`src/rtl/spi_map_pkg.sv`:
```
package spi_map_pkg;
  localparam int FLASH_AW = 24;

  typedef enum logic [2:0] {
    TX_CMD, TX_ADDR_HI, TX_ADDR_MID, TX_ADDR_LO, TX_ZERO, TX_REG
  } txSrc_e;

  typedef enum logic [2:0] {
    S_IDLE, S_HOLD, S_RXFER, S_SEND, S_RECV, S_GAP
  } state_e;

  typedef struct packed {
    logic       startByte;
    txSrc_e     txSel;
    logic       captureEn;
    logic [1:0] captureLane;
    logic       latchAddr;
    logic       loadDiv;
    logic       loadTx;
  } strobes_t;
endpackage

```
`src/rtl/spi_byte_engine.sv`:
```
module spi_byte_engine #(
  parameter int DIV_W = 8
) (
  input  logic             clk,
  input  logic             rstN,
  input  logic             start,
  input  logic [7:0]       txByte,
  input  logic [DIV_W-1:0] divValue,
  input  logic             miso,
  output logic             sclk,
  output logic             mosi,
  output logic [7:0]       rxByte,
  output logic             done
);
  logic             busy;
  logic [DIV_W-1:0] cnt;
  logic [2:0]       bitIdx;
  logic [7:0]       txSh;

  always_ff @(posedge clk or negedge rstN) begin
    if (!rstN) begin
      busy <= 1'b0; sclk <= 1'b0; cnt <= '0; bitIdx <= '0;
      txSh <= '0; rxByte <= '0; done <= 1'b0;
    end else begin
      done <= 1'b0;
      if (start && !busy) begin
        busy <= 1'b1; txSh <= txByte; cnt <= '0; bitIdx <= '0; sclk <= 1'b0;
      end else if (busy) begin
        if (cnt == divValue) begin
          cnt  <= '0;
          sclk <= ~sclk;
          if (!sclk) begin
            rxByte <= {rxByte[6:0], miso};
          end else if (bitIdx == 3'd7) begin
            busy <= 1'b0;
            done <= 1'b1;
          end else begin
            bitIdx <= bitIdx + 3'd1;
            txSh   <= {txSh[6:0], 1'b0};
          end
        end else begin
          cnt <= cnt + 1'b1;
        end
      end
    end
  end

  assign mosi = busy & txSh[7];
endmodule

```
`src/rtl/spi_map_datapath.sv`:
```
module spi_map_datapath
  import spi_map_pkg::*;
#(
  parameter int ADDR_W    = 24,
  parameter int DIV_W     = 8,
  parameter int DIV_RESET = 1,
  parameter logic [7:0] READ_CMD = 8'h03
) (
  input  logic              clk,
  input  logic              rstN,
  input  strobes_t          strobes,
  input  logic [ADDR_W-1:0] winAddr,
  input  logic [7:0]        wrByte,
  input  logic [DIV_W-1:0]  wrDiv,
  input  logic              miso,
  output logic              sclk,
  output logic              mosi,
  output logic              byteDone,
  output logic [7:0]        rxLast,
  output logic [DIV_W-1:0]  divValue,
  output logic [31:0]       wordData
);
  logic [FLASH_AW-1:0] addrQ;
  logic [7:0]          txHold;
  logic [7:0]          txByte;
  logic [7:0]          rxByte;
  logic [FLASH_AW-1:0] alignedAddr;

  assign alignedAddr = FLASH_AW'(winAddr) & ~FLASH_AW'(3);

  always_comb begin
    case (strobes.txSel)
      TX_CMD:      txByte = READ_CMD;
      TX_ADDR_HI:  txByte = addrQ[23:16];
      TX_ADDR_MID: txByte = addrQ[15:8];
      TX_ADDR_LO:  txByte = addrQ[7:0];
      TX_REG:      txByte = txHold;
      default:     txByte = 8'h00;
    endcase
  end

  always_ff @(posedge clk or negedge rstN) begin
    if (!rstN) begin
      addrQ <= '0; txHold <= '0; rxLast <= '0; wordData <= '0;
      divValue <= DIV_W'(DIV_RESET);
    end else begin
      if (strobes.latchAddr) addrQ <= alignedAddr;
      if (strobes.loadTx)    txHold <= wrByte;
      if (strobes.loadDiv)   divValue <= wrDiv;
      if (byteDone)          rxLast <= rxByte;
      if (strobes.captureEn) wordData[strobes.captureLane*8 +: 8] <= rxByte;
    end
  end

  spi_byte_engine #(.DIV_W(DIV_W)) u_engine (
    .clk(clk), .rstN(rstN), .start(strobes.startByte), .txByte(txByte),
    .divValue(divValue), .miso(miso), .sclk(sclk), .mosi(mosi),
    .rxByte(rxByte), .done(byteDone)
  );
endmodule

```
`src/rtl/spi_map_ctrl.sv`:
```
module spi_map_ctrl
  import spi_map_pkg::*;
#(
  parameter int ADDR_W    = 24,
  parameter int DIV_W     = 8,
  parameter bit RESET_MAP = 1'b1
) (
  input  logic              clk,
  input  logic              rstN,
  input  logic              regValid,
  input  logic              regWrite,
  input  logic [1:0]        regAddr,
  input  logic              wrBit,
  output logic [31:0]       regRdata,
  output logic              regReady,
  output logic              regErr,
  input  logic              winValid,
  input  logic [1:0]        winLow,
  input  logic [1:0]        winSize,
  output logic              winReady,
  output logic              winErr,
  input  logic              byteDone,
  input  logic [7:0]        rxLast,
  input  logic [DIV_W-1:0]  divValue,
  output logic              csN,
  output strobes_t          strobes
);
  localparam logic [1:0] OFF_MODE = 2'd0;
  localparam logic [1:0] OFF_DIV  = 2'd1;
  localparam logic [1:0] OFF_DATA = 2'd2;
  localparam logic [1:0] OFF_CS   = 2'd3;

  state_e     state;
  logic       mapMode, csReg, launched;
  logic [1:0] idx;
  logic [31:0] readMux;
  logic        winBad;

  assign winBad = !mapMode || (winSize != 2'd2) || (winLow != 2'b00);

  always_comb begin
    case (regAddr)
      OFF_MODE: readMux = {31'b0, mapMode};
      OFF_DIV:  readMux = 32'(divValue);
      OFF_DATA: readMux = {24'b0, rxLast};
      default:  readMux = {31'b0, csReg};
    endcase
  end

  always_ff @(posedge clk or negedge rstN) begin
    if (!rstN) begin
      state <= S_IDLE; mapMode <= RESET_MAP; csReg <= 1'b0; launched <= 1'b0;
      idx <= '0; regReady <= 1'b0; regErr <= 1'b0; regRdata <= '0;
      winReady <= 1'b0; winErr <= 1'b0;
    end else begin
      regReady <= 1'b0;
      winReady <= 1'b0;
      case (state)
        S_IDLE: begin
          if (regValid) begin
            if (mapMode && regAddr != OFF_MODE) begin
              regErr <= 1'b1; regRdata <= '0; regReady <= 1'b1; state <= S_HOLD;
            end else if (regWrite && regAddr == OFF_DATA) begin
              launched <= 1'b0; state <= S_RXFER;
            end else begin
              regErr <= 1'b0; regReady <= 1'b1; state <= S_HOLD;
              regRdata <= regWrite ? '0 : readMux;
              if (regWrite && regAddr == OFF_MODE) mapMode <= wrBit;
              if (regWrite && regAddr == OFF_CS)   csReg <= wrBit;
            end
          end else if (winValid) begin
            if (winBad) begin
              winErr <= 1'b1; winReady <= 1'b1; state <= S_HOLD;
            end else begin
              winErr <= 1'b0; idx <= '0; launched <= 1'b0; state <= S_SEND;
            end
          end
        end
        S_RXFER: begin
          if (!launched) launched <= 1'b1;
          else if (byteDone) begin
            regErr <= 1'b0; regRdata <= '0; regReady <= 1'b1; state <= S_HOLD;
          end
        end
        S_SEND, S_RECV: begin
          if (!launched) launched <= 1'b1;
          else if (byteDone) begin
            launched <= 1'b0;
            idx <= idx + 2'd1;
            if (idx == 2'd3) state <= (state == S_SEND) ? S_RECV : S_GAP;
          end
        end
        S_GAP: begin
          winReady <= 1'b1; state <= S_HOLD;
        end
        default: state <= S_IDLE;
      endcase
    end
  end

  always_comb begin
    strobes = '0;
    strobes.txSel = TX_ZERO;
    strobes.startByte = (state == S_SEND || state == S_RECV || state == S_RXFER) && !launched;
    if (state == S_SEND) begin
      case (idx)
        2'd0:    strobes.txSel = TX_CMD;
        2'd1:    strobes.txSel = TX_ADDR_HI;
        2'd2:    strobes.txSel = TX_ADDR_MID;
        default: strobes.txSel = TX_ADDR_LO;
      endcase
    end else if (state == S_RXFER) begin
      strobes.txSel = TX_REG;
    end
    strobes.captureEn   = (state == S_RECV) && launched && byteDone;
    strobes.captureLane = idx;
    strobes.latchAddr   = (state == S_IDLE) && !regValid && winValid;
    strobes.loadDiv     = (state == S_IDLE) && regValid && regWrite && !mapMode && regAddr == OFF_DIV;
    strobes.loadTx      = (state == S_IDLE) && regValid && regWrite && !mapMode && regAddr == OFF_DATA;
  end

  assign csN = (state == S_SEND || state == S_RECV) ? 1'b0 : (mapMode ? 1'b1 : !csReg);
endmodule

```
`src/rtl/spi_map_bridge.sv`:
```
module spi_map_bridge
  import spi_map_pkg::*;
#(
  parameter int ADDR_W    = 24,
  parameter int DIV_W     = 8,
  parameter int DIV_RESET = 1,
  parameter bit RESET_MAP = 1'b1
) (
  input  logic              clk,
  input  logic              rstN,
  input  logic              regValid,
  input  logic              regWrite,
  input  logic [1:0]        regAddr,
  input  logic [31:0]       regWdata,
  output logic [31:0]       regRdata,
  output logic              regReady,
  output logic              regErr,
  input  logic              winValid,
  input  logic [ADDR_W-1:0] winAddr,
  input  logic [1:0]        winSize,
  output logic [31:0]       winRdata,
  output logic              winReady,
  output logic              winErr,
  output logic              sclk,
  output logic              csN,
  output logic              mosi,
  input  logic              miso
);
  strobes_t         strobes;
  logic             byteDone;
  logic [7:0]       rxLast;
  logic [DIV_W-1:0] divValue;
  logic [31:0]      wordData;
  logic             unusedWdata;

  assign unusedWdata = ^regWdata[31:8];

  spi_map_ctrl #(.ADDR_W(ADDR_W), .DIV_W(DIV_W), .RESET_MAP(RESET_MAP)) u_ctrl (
    .clk(clk), .rstN(rstN), .regValid(regValid), .regWrite(regWrite),
    .regAddr(regAddr), .wrBit(regWdata[0]), .regRdata(regRdata),
    .regReady(regReady), .regErr(regErr), .winValid(winValid),
    .winLow(winAddr[1:0]), .winSize(winSize), .winReady(winReady),
    .winErr(winErr), .byteDone(byteDone), .rxLast(rxLast),
    .divValue(divValue), .csN(csN), .strobes(strobes)
  );

  spi_map_datapath #(.ADDR_W(ADDR_W), .DIV_W(DIV_W), .DIV_RESET(DIV_RESET)) u_dp (
    .clk(clk), .rstN(rstN), .strobes(strobes), .winAddr(winAddr),
    .wrByte(regWdata[7:0]), .wrDiv(regWdata[DIV_W-1:0]), .miso(miso),
    .sclk(sclk), .mosi(mosi), .byteDone(byteDone), .rxLast(rxLast),
    .divValue(divValue), .wordData(wordData)
  );

  assign winRdata = (winReady && !winErr) ? wordData : 32'h0;
endmodule

```
`config.mk`:
```
export PLATFORM = sky130hd
export DESIGN_NAME = spi_map_bridge
export DESIGN_NICKNAME = d
export VERILOG_FILES = /design/src/rtl/spi_map_pkg.sv /design/src/rtl/spi_byte_engine.sv /design/src/rtl/spi_map_datapath.sv /design/src/rtl/spi_map_ctrl.sv /design/src/rtl/spi_map_bridge.sv
export SDC_FILE = /design/constraint.sdc
export NUM_CORES = 1
export LEC_CHECK = 0
export ABC_AREA = 1
export BUFFER_PORTS_ARGS = -buffer_cell sky130_fd_sc_hd__buf_2
export CAP_MARGIN = 10
export CORE_ASPECT_RATIO = 1.75
export CORE_MARGIN = 4
export CORE_UTILIZATION = 40
export DETAILED_ROUTE_END_ITERATION = 8
export SLEW_MARGIN = 15
export SYNTH_ARGS = -nofsm -noshare
export SYNTH_HDL_FRONTEND = slang
export SYNTH_HIERARCHICAL = 1
export SYNTH_SLANG_ARGS = --single-unit
```
`constraint.sdc`:
```
create_clock -name clk -period 1.8 [get_ports clk]
set_clock_uncertainty 0.05 [all_clocks]
set_input_delay 0.54 -clock clk [delete_from_list [all_inputs] [get_ports clk]]
set_output_delay 0.54 -clock clk [all_outputs]
set_load 0.01 [all_outputs]
```
==> results.toml <==
[status]
status = "finished, violations left"
violations = "negative setup slack"

[drt]
wl_per_cell_um = 14.96
drt_wl_total_mm = 18.25
remaining_drc_errors = 0
ant_nets = 0
met2_wirelength_mm = 10.42
via_per_inst = 4.734
firstDrtPassIters = 4
wl_met3_um = 640
vias = 5776
wl_met1_mm = 6.827
routed.top_layer = "met4"
drt_iter0_drc = 236

[timing]
setup_ws_ns = -0.2666
hold_slack_ns = 0.3055
max_freq_mhz = 483.9
grt_setup_unrepaired = "true"
slew_viol_final = 0
min_period_over_period = 1.148
final-hold-violation-count = 0
setup_viol = 63
min_period_ns = 2.067

[logic_synthesis]
synth_common_cells = "nand2_1 (214), dfrtp_1 (126), inv_1 (87), nand3_1 (56), mux2_2 (46)"
async_reset_ff_frac = 1.000
synth_ff_type = "dfrtp_1"
yosys.area.top_type = "dfrtp_1"
synth.distinct_cells = 39
synth_top_area_share = 0.4489
syn_area_um2 = 7024
synth-edff-count = 0
ys_seq_area_frac = 0.4564
ys_top_cells_by_area = "dfrtp_1 (45%), nand2_1 (11%), mux2_2 (7.4%)"
ys_seq_elements = 128
synth.avg_cell_area_um2 = 8.672
synth_warnings = 6
yosysMostFrequentCell = "nand2_1"
synth_cells = 810

[placement]
pre_cts_ws_ns = -0.1672
dpl.hpwl_mm = 12.79
numPortBuffers = 88
gp_congestion = 0.8571

[power_and_ir_drop]
cellPowerDensity_nw_per_um2 = 1322
ir_drop_v = 0.0009605
leakagePower_nw = 4.683

[setup_path]
critPathCaptureType = "output pin"
path_buf_inv = 3
worst_path_most_repeated_cell = "buf_6"
worstPathRequired_ns = 1.21
start_kind = "flop"
crit_family = "flip-flops"
critical-path-slowest-cell = "dfrtp_2"
path_class = "reg -> out"
cp.arrival_ns = 1.48
slowest_delay_ns = 0.44
crit_chain = "buf_6, nand3_4, buf_6, nand2_4, a21oi_2, buf_2"
crit_fanout = 4

[die]
die_y_um = 183.3
dieArea_um2 = 19830
ios = 137
row_count = 63
fp.dieW_um = 108.2
start_util = 0.4107
core_area_um2 = 17110

[hold_path]
hold_path_class = "in -> reg"

[global_route]
grt_pass1_vias = 5872
grt_usage = 0.1916
grt_max_degree = 37
antenna_found_initial = 0
grt_pass1_wl_mm = 29.78
overflow = 0

[cts]
path_clk_slew_ns = 0.06
cts_max_path_buffers = 2
cts_tree = "yes"
cts_buffers = 17
cts-root-buf = "clkbuf_16"
h-tree-depth = 4
clock_latency_ns = 0.41
cts.sinks = 128

[final_layout]
nFillCells = 1572
antenna_cells = 0
final_util = 0.5640
area_growth_pct = 37.34
drive_gt1_frac = 0.3948
final_net_count = 1057

[job]
max_cap_viol_count = 0
-- through the flow --
stage / total power [mW] / instances / TNS (ns) / area, um^2
5_1_grt: 13.54 / 1220 / -13.01 / 9647
4_1_cts: 12.52 / 1217 / -8.611 / 9329
2_1_floorplan: 6.808 / 833 / 0 / 7116
3_3_place_gp: 7.984 / 1153 / -1.915 / 8000
6_report: 12.75 / 1220 / -7.275 / 9647
3_5_place_dp: 8.070 / 1153 / -2.667 / 8000
-- path summary, 6_finish.rpt --
check                               endpoint  depth (start not counted)               from  slack, ns
max                                      csN                          6    u_ctrl/state[1]      -0.27
min                            u_dp/addrQ[8]                          2         winAddr[8]       0.31
max reg2reg                    u_dp/addrQ[2]                         10    u_ctrl/state[0]      -0.17
min reg2reg                u_dp/wordData[10]                          2  u_dp/wordData[10]       0.43
max in group asynchronous      u_ctrl/idx[0]                          3               rstN       0.59
min in group asynchronous   u_dp/divValue[5]                          2               rstN       0.52
-- flip-flops by register name, summed over array words and instances (netlist names), 2 cells and up --
name                  flops
u_ctrl/idx                2
u_ctrl/state              3
u_dp/divValue             8
u_dp/u_engine/bitIdx      3
u_dp/wordData            32
u_dp/u_engine/cnt         8
u_dp/addrQ               22
u_dp/rxLast               8
u_dp/txHold               8
u_dp/u_engine/rxByte      8
u_ctrl/regRdata           8
u_dp/u_engine/txSh        8
-- kinds of logic after synthesis --
group | share of synthesized area
compound gates | 0.05540
xor+xnor | 0.01122
fa+ha+maj | 0.01959
buf+inv | 0.1063
flops | 0.4564
mux | 0.07374
other cells | 0.0005339
simple gates | 0.2768
-- routing by layer --
metal  global-route usage  vias to the layer above
li1                     -                     2901
met1               0.2006                     2739
met2               0.3736                      112
met3              0.03558                       24
met4              0.06421                        0
met5                    0                        -
-- power breakdown --
group          leakage [nW]  switching (mW)  internal [mW]  total [mW]
registers              1.68           0.707           3.66        4.36
clock network         0.288            1.32           2.21        3.53
logic                  2.71            2.56           2.30        4.86
total                  4.68            4.59           8.17        12.8
-- cell type report --
cell class,count,area (um^2),share of cell area
clock buffer,18,439.2,0.04553
clock inverter,14,166.4,0.01725
inverter,104,412.9,0.04280
multi-input combinational,551,3563,0.3694
sequential,128,3212,0.3329
tap,227,284.0,0.02944
timing repair buffer,178,1569,0.1626
-- layout by cell type (no fill, tap or decap), types with 4 or more instances in the layout --
cell and count:
a22o_1 7, buf_12 11, buf_2 67, buf_4 52, buf_6 40, clkbuf_16 19
clkinv_2 6, clkinvlp_4 4, conb_1 24, dfrtp_1 121, dfrtp_2 5, ha_1 6
ha_4 4, inv_1 79, inv_2 17, inv_4 4, mux2_2 23, mux2_4 23
nand2_1 205, nand2_2 14, nand2_4 4, nand3_1 54, nand3_2 4, nand4_1 39
nor2_1 20, nor2_2 15, nor2_4 36, o21ai_0 9, o21ai_1 18, o21ai_2 16
o22ai_1 4, xnor2_1 5, xor2_1 4
-- timing repair --
| item | 4_1_cts | 5_1_grt |
|---|---|---|
| cloned | 6 | 3 |
| pin swaps | 19 | 9 |
| gates resized for setup | 103 | 70 |
| endpoints found under the hold margin | 12 | 0 |
| endpoints found under the setup margin | 71 | 114 |
| hold buffers | 1 | 0 |
| setup buffers | 25 | 6 |
No activity file was read; power rests on OpenSTA's default activity.
